`src/rtl/pwr_state_pkg.sv`:
```
package pwr_state_pkg;
  typedef enum logic [1:0] {
    ST_RUN   = 2'd0,
    ST_GRANT = 2'd1,
    ST_DOZE  = 2'd2
  } pwr_state_e;

  localparam int unsigned STATE_W = 2;
endpackage

```
`src/rtl/pwr_sync.sv`:
```
module pwr_sync #(
  parameter int unsigned STAGES    = 2,
  parameter logic        RESET_VAL = 1'b1
) (
  input  logic clk_i,
  input  logic rst_ni,
  input  logic d_i,
  output logic q_o
);
  logic [STAGES-1:0] sh_q;

  always_ff @(posedge clk_i or negedge rst_ni) begin
    if (!rst_ni) sh_q <= {STAGES{RESET_VAL}};
    else         sh_q <= {sh_q[STAGES-2:0], d_i};
  end

  assign q_o = sh_q[STAGES-1];

  initial begin
    assert (STAGES >= 2) else $error("pwr_sync: STAGES must be at least 2");
  end
endmodule

```
`src/rtl/pwr_fsm.sv`:
```
module pwr_fsm
  import pwr_state_pkg::*;
(
  input  logic       clk_i,
  input  logic       rst_ni,
  input  logic       stop_syn_ni,
  input  logic       doze_req_i,
  output pwr_state_e state_o,
  output logic       ack_o
);
  pwr_state_e state_q, state_d;
  logic       ack_q;

  always_comb begin
    state_d = state_q;
    unique case (state_q)
      ST_RUN:   if (!stop_syn_ni) state_d = ST_GRANT;
      ST_GRANT: begin
        if (!stop_syn_ni && doze_req_i)     state_d = ST_DOZE;
        else if (stop_syn_ni && !doze_req_i) state_d = ST_RUN;
      end
      ST_DOZE:  if (!doze_req_i || stop_syn_ni) state_d = ST_GRANT;
      default:  state_d = ST_RUN;
    endcase
  end

  always_ff @(posedge clk_i or negedge rst_ni) begin
    if (!rst_ni) begin
      state_q <= ST_RUN;
      ack_q   <= 1'b0;
    end else begin
      state_q <= state_d;
      ack_q   <= (state_q == ST_RUN) && (state_d == ST_GRANT);
    end
  end

  assign state_o = state_q;
  assign ack_o   = ack_q;

  // ack is a lone pulse on entry from run
  p_ack_single_r2: assert property (@(posedge clk_i) disable iff (!rst_ni)
    ack_q |=> !ack_q);
  p_ack_entry_r2: assert property (@(posedge clk_i) disable iff (!rst_ni)
    ack_q |-> (state_q == ST_GRANT && $past(state_q) == ST_RUN));
  // doze entered only from grant
  p_doze_from_grant_r4: assert property (@(posedge clk_i) disable iff (!rst_ni)
    $rose(state_q == ST_DOZE) |-> $past(state_q) == ST_GRANT);
  // doze never exits straight to run
  p_no_direct_wake_r8: assert property (@(posedge clk_i) disable iff (!rst_ni)
    (state_q == ST_DOZE) |=> (state_q != ST_RUN));
endmodule

```
`src/rtl/pwr_decode.sv`:
```
module pwr_decode
  import pwr_state_pkg::*;
(
  input  logic       clk_i,
  input  logic       rst_ni,
  input  pwr_state_e state_i,
  output logic       core_en_o,
  output logic       bus_en_o,
  output logic       apic_en_o,
  output logic       pll_en_o,
  output logic       snoop_en_o,
  output logic       irq_en_o
);
  logic awake;

  assign awake      = (state_i != ST_DOZE);
  assign core_en_o  = (state_i == ST_RUN);
  assign bus_en_o   = awake;
  assign apic_en_o  = awake;
  assign pll_en_o   = 1'b1;
  assign snoop_en_o = awake;
  assign irq_en_o   = awake;

  // core clock never runs without the bus clock
  p_core_needs_bus_r3: assert property (@(posedge clk_i) disable iff (!rst_ni)
    core_en_o |-> bus_en_o);
  // servicing flags follow the bus/interrupt clocks
  p_flags_track_r5: assert property (@(posedge clk_i) disable iff (!rst_ni)
    (snoop_en_o == apic_en_o) && (irq_en_o == apic_en_o));
endmodule

```
`src/rtl/pwr_state_ctrl.sv`:
```
module pwr_state_ctrl
  import pwr_state_pkg::*;
#(
  parameter int unsigned SYNC_STAGES = 2
) (
  input  logic               clk_i,
  input  logic               rst_ni,
  input  logic               stop_req_ni,
  input  logic               doze_req_i,
  output logic               core_clk_en_o,
  output logic               bus_clk_en_o,
  output logic               apic_clk_en_o,
  output logic               pll_clk_en_o,
  output logic               snoop_en_o,
  output logic               irq_en_o,
  output logic               grant_ack_o,
  output logic [STATE_W-1:0] pwr_state_o
);
  logic       stop_syn_n;
  pwr_state_e state;

  pwr_sync #(.STAGES(SYNC_STAGES), .RESET_VAL(1'b1)) u_stop_sync (
    .clk_i (clk_i),
    .rst_ni(rst_ni),
    .d_i   (stop_req_ni),
    .q_o   (stop_syn_n)
  );

  pwr_fsm u_fsm (
    .clk_i      (clk_i),
    .rst_ni     (rst_ni),
    .stop_syn_ni(stop_syn_n),
    .doze_req_i (doze_req_i),
    .state_o    (state),
    .ack_o      (grant_ack_o)
  );

  pwr_decode u_dec (
    .clk_i     (clk_i),
    .rst_ni    (rst_ni),
    .state_i   (state),
    .core_en_o (core_clk_en_o),
    .bus_en_o  (bus_clk_en_o),
    .apic_en_o (apic_clk_en_o),
    .pll_en_o  (pll_clk_en_o),
    .snoop_en_o(snoop_en_o),
    .irq_en_o  (irq_en_o)
  );

  assign pwr_state_o = state;

  // leaving grant for run requires the synchronized stop release
  p_wake_needs_release_r7: assert property (@(posedge clk_i) disable iff (!rst_ni)
    (state == ST_GRANT && !stop_syn_n) |=> (state != ST_RUN));
endmodule

```
`config.mk`:
```
export PLATFORM = sky130hd
export DESIGN_NAME = pwr_state_ctrl
export DESIGN_NICKNAME = d
export VERILOG_FILES = /design/src/rtl/pwr_state_pkg.sv /design/src/rtl/pwr_sync.sv /design/src/rtl/pwr_fsm.sv /design/src/rtl/pwr_decode.sv /design/src/rtl/pwr_state_ctrl.sv
export SDC_FILE = /design/constraint.sdc
export NUM_CORES = 1
export LEC_CHECK = 0
export ABC_AREA = 0
export BUFFER_PORTS_ARGS = -buffer_cell sky130_fd_sc_hd__buf_2
export CELL_PAD_IN_SITES_DETAIL_PLACEMENT = 1
export CELL_PAD_IN_SITES_GLOBAL_PLACEMENT = 1
export CORE_AREA = 2 2 39 41
export CTS_CLUSTER_DIAMETER = 200
export DETAILED_ROUTE_END_ITERATION = 10
export DIE_AREA = 0 0 41 43
export GPL_ROUTABILITY_DRIVEN = 1
export PLACE_DENSITY = 0.51
export SYNTH_ARGS = -nofsm -noshare
export SYNTH_HDL_FRONTEND = slang
export SYNTH_SLANG_ARGS = --single-unit
```
`constraint.sdc`:
```
create_clock -name clk_i -period 1 [get_ports clk_i]
set_input_delay 0.1 -clock clk_i [delete_from_list [all_inputs] [get_ports clk_i]]
set_output_delay 0.1 -clock clk_i [all_outputs]
set_load 0.05 [all_outputs]
```
# == Yosys cells after proc, flatten, opt, wreduce, memory -nomap -nowiden ==
# Cells that the tools add are included.
# totals
inputBits,4
output_inout_bits,9
wordCells,19
regBits,5
# classes
muxes,5
n_reduce_logical,7
n_eq_ne,4
# ops
operator,n
2-bit two-way mux,4
2-bit case mux with 3 select lines,1
2-bit by 1-bit equality test with 1-bit output (second input constant),2
1-bit logical AND,3
2-bit equality test (second input constant),1
1-bit logical NOT,2
2-bit logical NOT,1
2-bit inequality test (second input constant),1
1-bit logical OR,1

# == Longest topological paths before layout ==
# Gate-level depths: netlist (run 1).
# logic_depth
word_depth,7
ltp_mapped,3
mapped_depth_nobuf,3

# == Hierarchy ==
# Synthesis (run 1) repeated with hierarchy kept, for this count alone.
# unflattened
cells_unflattened,21
hier_area_um2,230.2
# by_module_without_submodules
mod,cells_each,instances,seq_area_each_um2,area_each_um2
pwr_fsm,12,1,75.1,133.9
pwr_sync,2,1,52.6,52.6
pwr_decode,7,1,0.0,43.8

# == Least setup slack after synthesis (run 1) ==
# Ideal clock, no wire load.
# synth_timing
path_kind,reg2out
start,"register u_fsm.state_q[0], in the netlist u_fsm.state_o[0]"
end,output bus_clk_en_o
arrival_time_ps,1568
stages_incl_launch_ff,3
n_path_buf,1
slack_ps,-668
required_ps,900
path_cell_list,dfrtp_1 -> nand2b_1 -> buf_4
# synth_via
elab_chain_len,1
# synth_rtl
element,line_no,text
start: declaration,pwr_fsm.sv:11,"pwr_state_e state_q, state_d;"
start signal: assignment,pwr_fsm.sv:32,state_q <= state_d;
2-bit inequality test,pwr_decode.sv:16,assign awake = (state_i != ST_DOZE);
end: declaration,pwr_state_ctrl.sv:11,"output logic bus_clk_en_o,"
# No other way between the ends.

# == Worst setup path in the final report (run 1) ==
# Ends and elaborated chain as after synthesis.

==> results_dict.tcl, run 1 <==
set metrics [dict create \
    antenna_found_initial 0 \
    violations "setup timing" \
    internal-power_uw 487 \
    crit_arrival_ns 0.99 \
    clock.fmax_ghz 0.913 \
    seqPwrFrac 0.319 \
    final_cell_mix "buf_2, buf_4, buf_6" \
    synth_area_leaders "dfrtp_1, dfstp_2, buf_4, nand2b_1, nor2b_2" \
    rr_startpoint "u_fsm.state_o[0]" \
    path_clk_slew_ns 0.05 \
    drive_gt1_frac 0.684 \
    ys_warn_count 0 \
    syn_area_per_cell_um2 10.7 \
    cap_violations 0 \
    final.setup_skew_ns 0.00428 \
    start_kind "flip-flop" \
    drv_slew 0 \
    critical_path_class "flip-flop to output port" \
    dp_hpwl_um 329 \
    drt-wirelength-per-cell_um 9.39 \
    core_um2 1380 \
    synthMuxAreaShare 0 \
    ios 13 \
    pwr-share-clk 0.308 \
    synth_top_family_by_area "simple AND/OR/NAND/NOR gates" \
    ys_seq_elements 5 \
    initial_core_util 0.163 \
    gp_congestion 0.609 \
    cts-htree-levels 1 \
    drtIter0Drc 1 \
    numCtsBuffers 3 \
    synth_top_area_share 0.333 \
    p_per_area_nw_per_um2 1920 \
    critical_path.max_fanout 5 \
    dieArea_um2 1760 \
    antenna_cells 0 \
    worstPathRequired_ns 0.90 \
    fin_ws_ns -0.0948 \
    synthXorXnorAreaFrac 0 \
    wl_um 507 \
    cts.sink_count 5 \
    ant_nets 0 \
    fill_cells 161 \
    swShare 0.364 \
    grt_overflow 0 \
    die_w_um 41 \
    worstRegToRegCells 5 \
    min_period_ns 1.09 \
    fin_crit_sh 1.09 \
    power_switching_uw 278 \
    syn_inst 21 \
    die_h_um 43 \
    root_buffer "clkbuf_4" \
    cpPeakStageDelay_ns 0.42 \
    final_hold_viol_count 0 \
    syn_to_final_growth_pct 76.7 \
    ys_seq_area_frac 0.567 \
    status "complete, but fails checks" \
    slowest_stage "dfrtp_2" \
    drc 0 \
    synthAdderAreaFrac 0 \
    synth_compound_area_frac 0.0556 \
    syn_area_um2 225 \
    setup_viol 6 \
    yosys.area.top_type "dfrtp_1" \
    grt_usage 0.0790 \
    synthSimpleGateAreaFrac 0.228 \
    leakagePower_uw 0.000189 \
    port_buffers 11 \
    cts_tree "yes" \
    pre_cts_slack_ns 0.0584 \
    clock_latency_ns 0.24 \
    cp_cell_sequence "nand2b_4, buf_6" \
    firstDrtPassIters 3 \
    clock_path_buffers 2 \
    vias 205 \
    rows 14 \
    layout.nets 43 \
    rrSetupSlack_ns -0.07 \
    p_comb_frac 0.373 \
    synth_cell_type_count 13 \
    setup.worst_path.end_class "output port" \
    r2r-end "u_fsm.state_o[0]" \
    grt_pass1_wl_um 828 \
    grt_start_max_net_pins 6 \
    final_area_um2 398 \
    grt_pass1_vias 209 \
    hp-class "input pin to asynchronous set/reset pin" \
    ir_worst_vdd_mv 0.596 \
    dpl_cell_area_um2 283 \
    synth_nets 25 \
    avgViaCountPerCell 3.80 \
    rsz0062_at_grt "yes" \
]
==> layout make-up <==
cell class,instances,area [um^2],share of cell area
timing repair buffer,17,139,0.349
sequential,5,130,0.327
multi-input combinational,12,82.6,0.208
clock buffer,4,26.3,0.0660
tap,16,20.0,0.0503
==> through the flow <==
step | hold WS, ns | setup TNS, ns | total power, uW | utilization | instances
5_1_grt | 0.191 | -0.782 | 820 | 0.288 | 54
3_3_place_gp | -0.0875 | 0 | 458 | 0.204 | 44
4_1_cts | 0.185 | -0.600 | 780 | 0.288 | 54
2_1_floorplan | -0.196 | -0.706 | 429 | - | 21
3_5_place_dp | -0.0812 | 0 | 462 | 0.204 | 44
6_report | 0.192 | -0.496 | 765 | 0.288 | 54
==> Yosys cell counts <==
library cell,count
conb_1,1
nand2_1,2
dfrtp_1,3
nor3_1,1
nor2_1,1
nand3b_1,1
a21boi_1,1
dfstp_2,2
buf_4,4
and3_1,1
nand2b_1,2
o21ai_1,1
nor2b_2,1
==> timing repair <==
action | 4_1_cts | 5_1_grt
endpoints found under the hold margin | 6 | 0
hold buffers | 2 | 0
gates cloned | 0 | 0
endpoints found under the setup margin | 7 | 9
gates resized for setup | 12 | 0
buffers inserted | 4 | 0
pin swaps | 1 | 1
==> worst max-delay path: cells and delay by family, from the launching register on <==
kind / cells / cell delay, ns
buffers and inverters: 1 / 0.16
AND/OR/NAND/NOR: 1 / 0.17
flip-flops: 1 / 0.42
==> power by group through the flow <==
stage / logic [uW] / clock network, uW / registers (uW)
after floorplan: 125 / 0 / 304
after global placement: 204 / 0 / 255
after detailed placement: 205 / 0 / 256
after CTS: 285 / 250 / 245
after global routing: 304 / 269 / 247
final: 285 / 236 / 244
==> state kept, by name, indices dropped and copies added (netlist names) <==
signal / count
u_fsm.ack_o: 1
u_fsm.state_o: 2
u_stop_sync.sh_q: 2
==> logic make-up after synthesis <==
group                  after synthesis
flip-flops                           5
AO/OA/AOI/OAI                        2
buffers and inverters                4
other                                1
AND/OR/NAND/NOR                      9
==> worst max-delay path by stage <==
stage / slack [ns] / endpoint / start / cells after the start
detailed placement: 0.06 / bus_clk_en_o / u_fsm.state_o[0] / 2
global placement: 0.07 / irq_en_o / u_fsm.state_o[0] / 2
floorplan: -0.17 / bus_clk_en_o / u_fsm.state_o[0] / 2
global route: -0.14 / apic_clk_en_o / u_fsm.state_o[0] / 2
finish: -0.09 / bus_clk_en_o / u_fsm.state_o[0] / 2
CTS: -0.11 / bus_clk_en_o / u_fsm.state_o[0] / 2
==> per-layer routing <==
metal	track usage	up-vias	wire length, um
li1	-	96	-
met1	0.0728	98	207
met2	0.109	11	255
met3	0.0471	0	44
met4	0.0800	0	0
met5	0	-	0
No activity file was read; power rests on OpenSTA's default activity.
==> inputs of run 2 (changes only) <==
- CELL_PAD_IN_SITES_DETAIL_PLACEMENT: 1 -> not set
- CELL_PAD_IN_SITES_GLOBAL_PLACEMENT: 1 -> not set
- PLACE_DENSITY: 0.51 -> 0.41
==> run 2 against run 1 <==
Effect of this change:
- the flow still finishes with violations (setup timing)
- combinational power fell by 9.1%
- worst setup slack got worse by 0.0025 ns
- highest routed layer is now met4
- total power is 3.6% lower
- hold slack improved by 0.011 ns
- register-to-register slack better by 0.08 ns
==> results_dict.tcl, run 2 (synthesis results as in run 1) <==
set metrics [dict create \
    antenna_found_initial 0 \
    grt_start_max_net_pins 6 \
    root_buffer "clkbuf_4" \
    final.setup_skew_ns 0.00536 \
    drc 0 \
    worstRegToRegCells 3 \
    initial_core_util 0.163 \
    cpPeakStageDelay_ns 0.42 \
    fin_cells 52 \
    grt_pass1_wl_um 765 \
    critical_path_class "flip-flop to output port" \
    pre_cts_slack_ns 0.0633 \
    antenna_cells 0 \
    wl_um 469 \
    p_total_uw 738 \
    final_area_um2 378 \
    ir_worst_vdd_mv 0.685 \
    rr_startpoint "u_fsm.state_o[1]" \
    final_hold_viol_count 0 \
    clock_latency_ns 0.24 \
    rows 14 \
    gp_congestion 0.528 \
    dpl_cell_area_um2 283 \
    cap_violations 0 \
    layout.nets 41 \
    final.setup.tns_ns -0.460 \
    firstDrtPassIters 2 \
    p_per_area_nw_per_um2 1950 \
    fin_ws_ns -0.0974 \
    numCtsBuffers 3 \
    status "complete, but fails checks" \
    port_buffers 11 \
    rrSetupSlack_ns 0.01 \
    crit_arrival_ns 1.00 \
    path_clk_slew_ns 0.05 \
    die_h_um 43 \
    placed_cells 44 \
    clock_path_buffers 2 \
    start_kind "flip-flop" \
    cts-htree-levels 1 \
    ios 13 \
    worstPathRequired_ns 0.90 \
    setup.worst_path.end_class "output port" \
    drt-wirelength-per-cell_um 9.02 \
    grt_overflow 0 \
    clock.fmax_ghz 0.911 \
    dieArea_um2 1760 \
    dp_hpwl_um 313 \
    leakagePower_uw 0.000179 \
    cts_tree "yes" \
    drive_gt1_frac 0.639 \
    violations "setup timing" \
    final_cell_mix "buf_2, buf_6, clkbuf_4, buf_4" \
    grt_usage 0.0747 \
    min_period_ns 1.10 \
    ant_nets 0 \
    r2r-end "u_fsm.state_o[0]" \
    drv_slew 0 \
    grt_pass1_vias 194 \
    setup_viol 5 \
    hp-class "input pin to asynchronous set/reset pin" \
    slowest_stage "dfrtp_2" \
    drtIter0Drc 1 \
    cts.sink_count 5 \
    syn_to_final_growth_pct 67.8 \
    avgViaCountPerCell 3.69 \
    fin_crit_sh 1.10 \
    cp_cell_sequence "nand2b_4, buf_6" \
    core_um2 1380 \
    critical_path.max_fanout 5 \
    die_w_um 41 \
    rsz0062_at_grt "yes" \
    vias 192 \
]
run 2: metal layers:
layer	GRT usage	routed length (um)	vias up	share of wire
li1	-	-	92	-
met3	0.0471	53	2	0.11
met4	0.0800	9	0	0.019
met5	0	0	-	0
met1	0.0721	191	86	0.41
met2	0.0969	213	12	0.45
run 2: where the power goes:
group | switching (uW) | internal [uW] | total [uW]
combinational | 169 | 90.2 | 259
clock | 83.8 | 151 | 235
sequential | 17.1 | 227 | 244
run 2: what timing repair did:
item,4_1_cts,5_1_grt
pin swaps,0,1
buffers inserted,2,0
setup endpoints to repair,7,9
gates resized for setup,11,0
hold buffers,2,0
hold endpoints to repair,6,0
run 2: area by class of cell:
type / instances / area [um^2]
clock buffer: 4 / 26.3
multi-input combinational: 12 / 77.6
timing repair buffer: 15 / 124
fill: 153 / 1010
sequential: 5 / 130
tap: 16 / 20.0
run 2: worst max path at each step:
stage | slack [ns] | to | cells after the start | startpoint
3_5_place_dp | 0.06 | apic_clk_en_o | 2 | u_fsm.state_o[0]
2_1_floorplan | -0.17 | bus_clk_en_o | 2 | u_fsm.state_o[0]
5_1_grt | -0.14 | irq_en_o | 2 | u_fsm.state_o[0]
6_report | -0.1 | irq_en_o | 2 | u_fsm.state_o[0]
4_1_cts | -0.12 | apic_clk_en_o | 2 | u_fsm.state_o[0]
3_3_place_gp | 0.08 | apic_clk_en_o | 2 | u_fsm.state_o[0]
run 2: worst max-delay path, delay by kind of cell (launching register included):
kind	cells	cell delay, ns
buffers and inverters	1	0.16
AND/OR/NAND/NOR	1	0.18
flip-flops	1	0.42
run 2: stage by stage:
| step | utilization | hold WS, ns |
|---|---|---|
| 6_report | 0.273 | 0.203 |
| 5_1_grt | 0.273 | 0.220 |
| 4_1_cts | 0.273 | 0.184 |
| 3_5_place_dp | 0.204 | -0.0827 |
| 3_3_place_gp | 0.204 | -0.0882 |
| 2_1_floorplan | - | -0.196 |
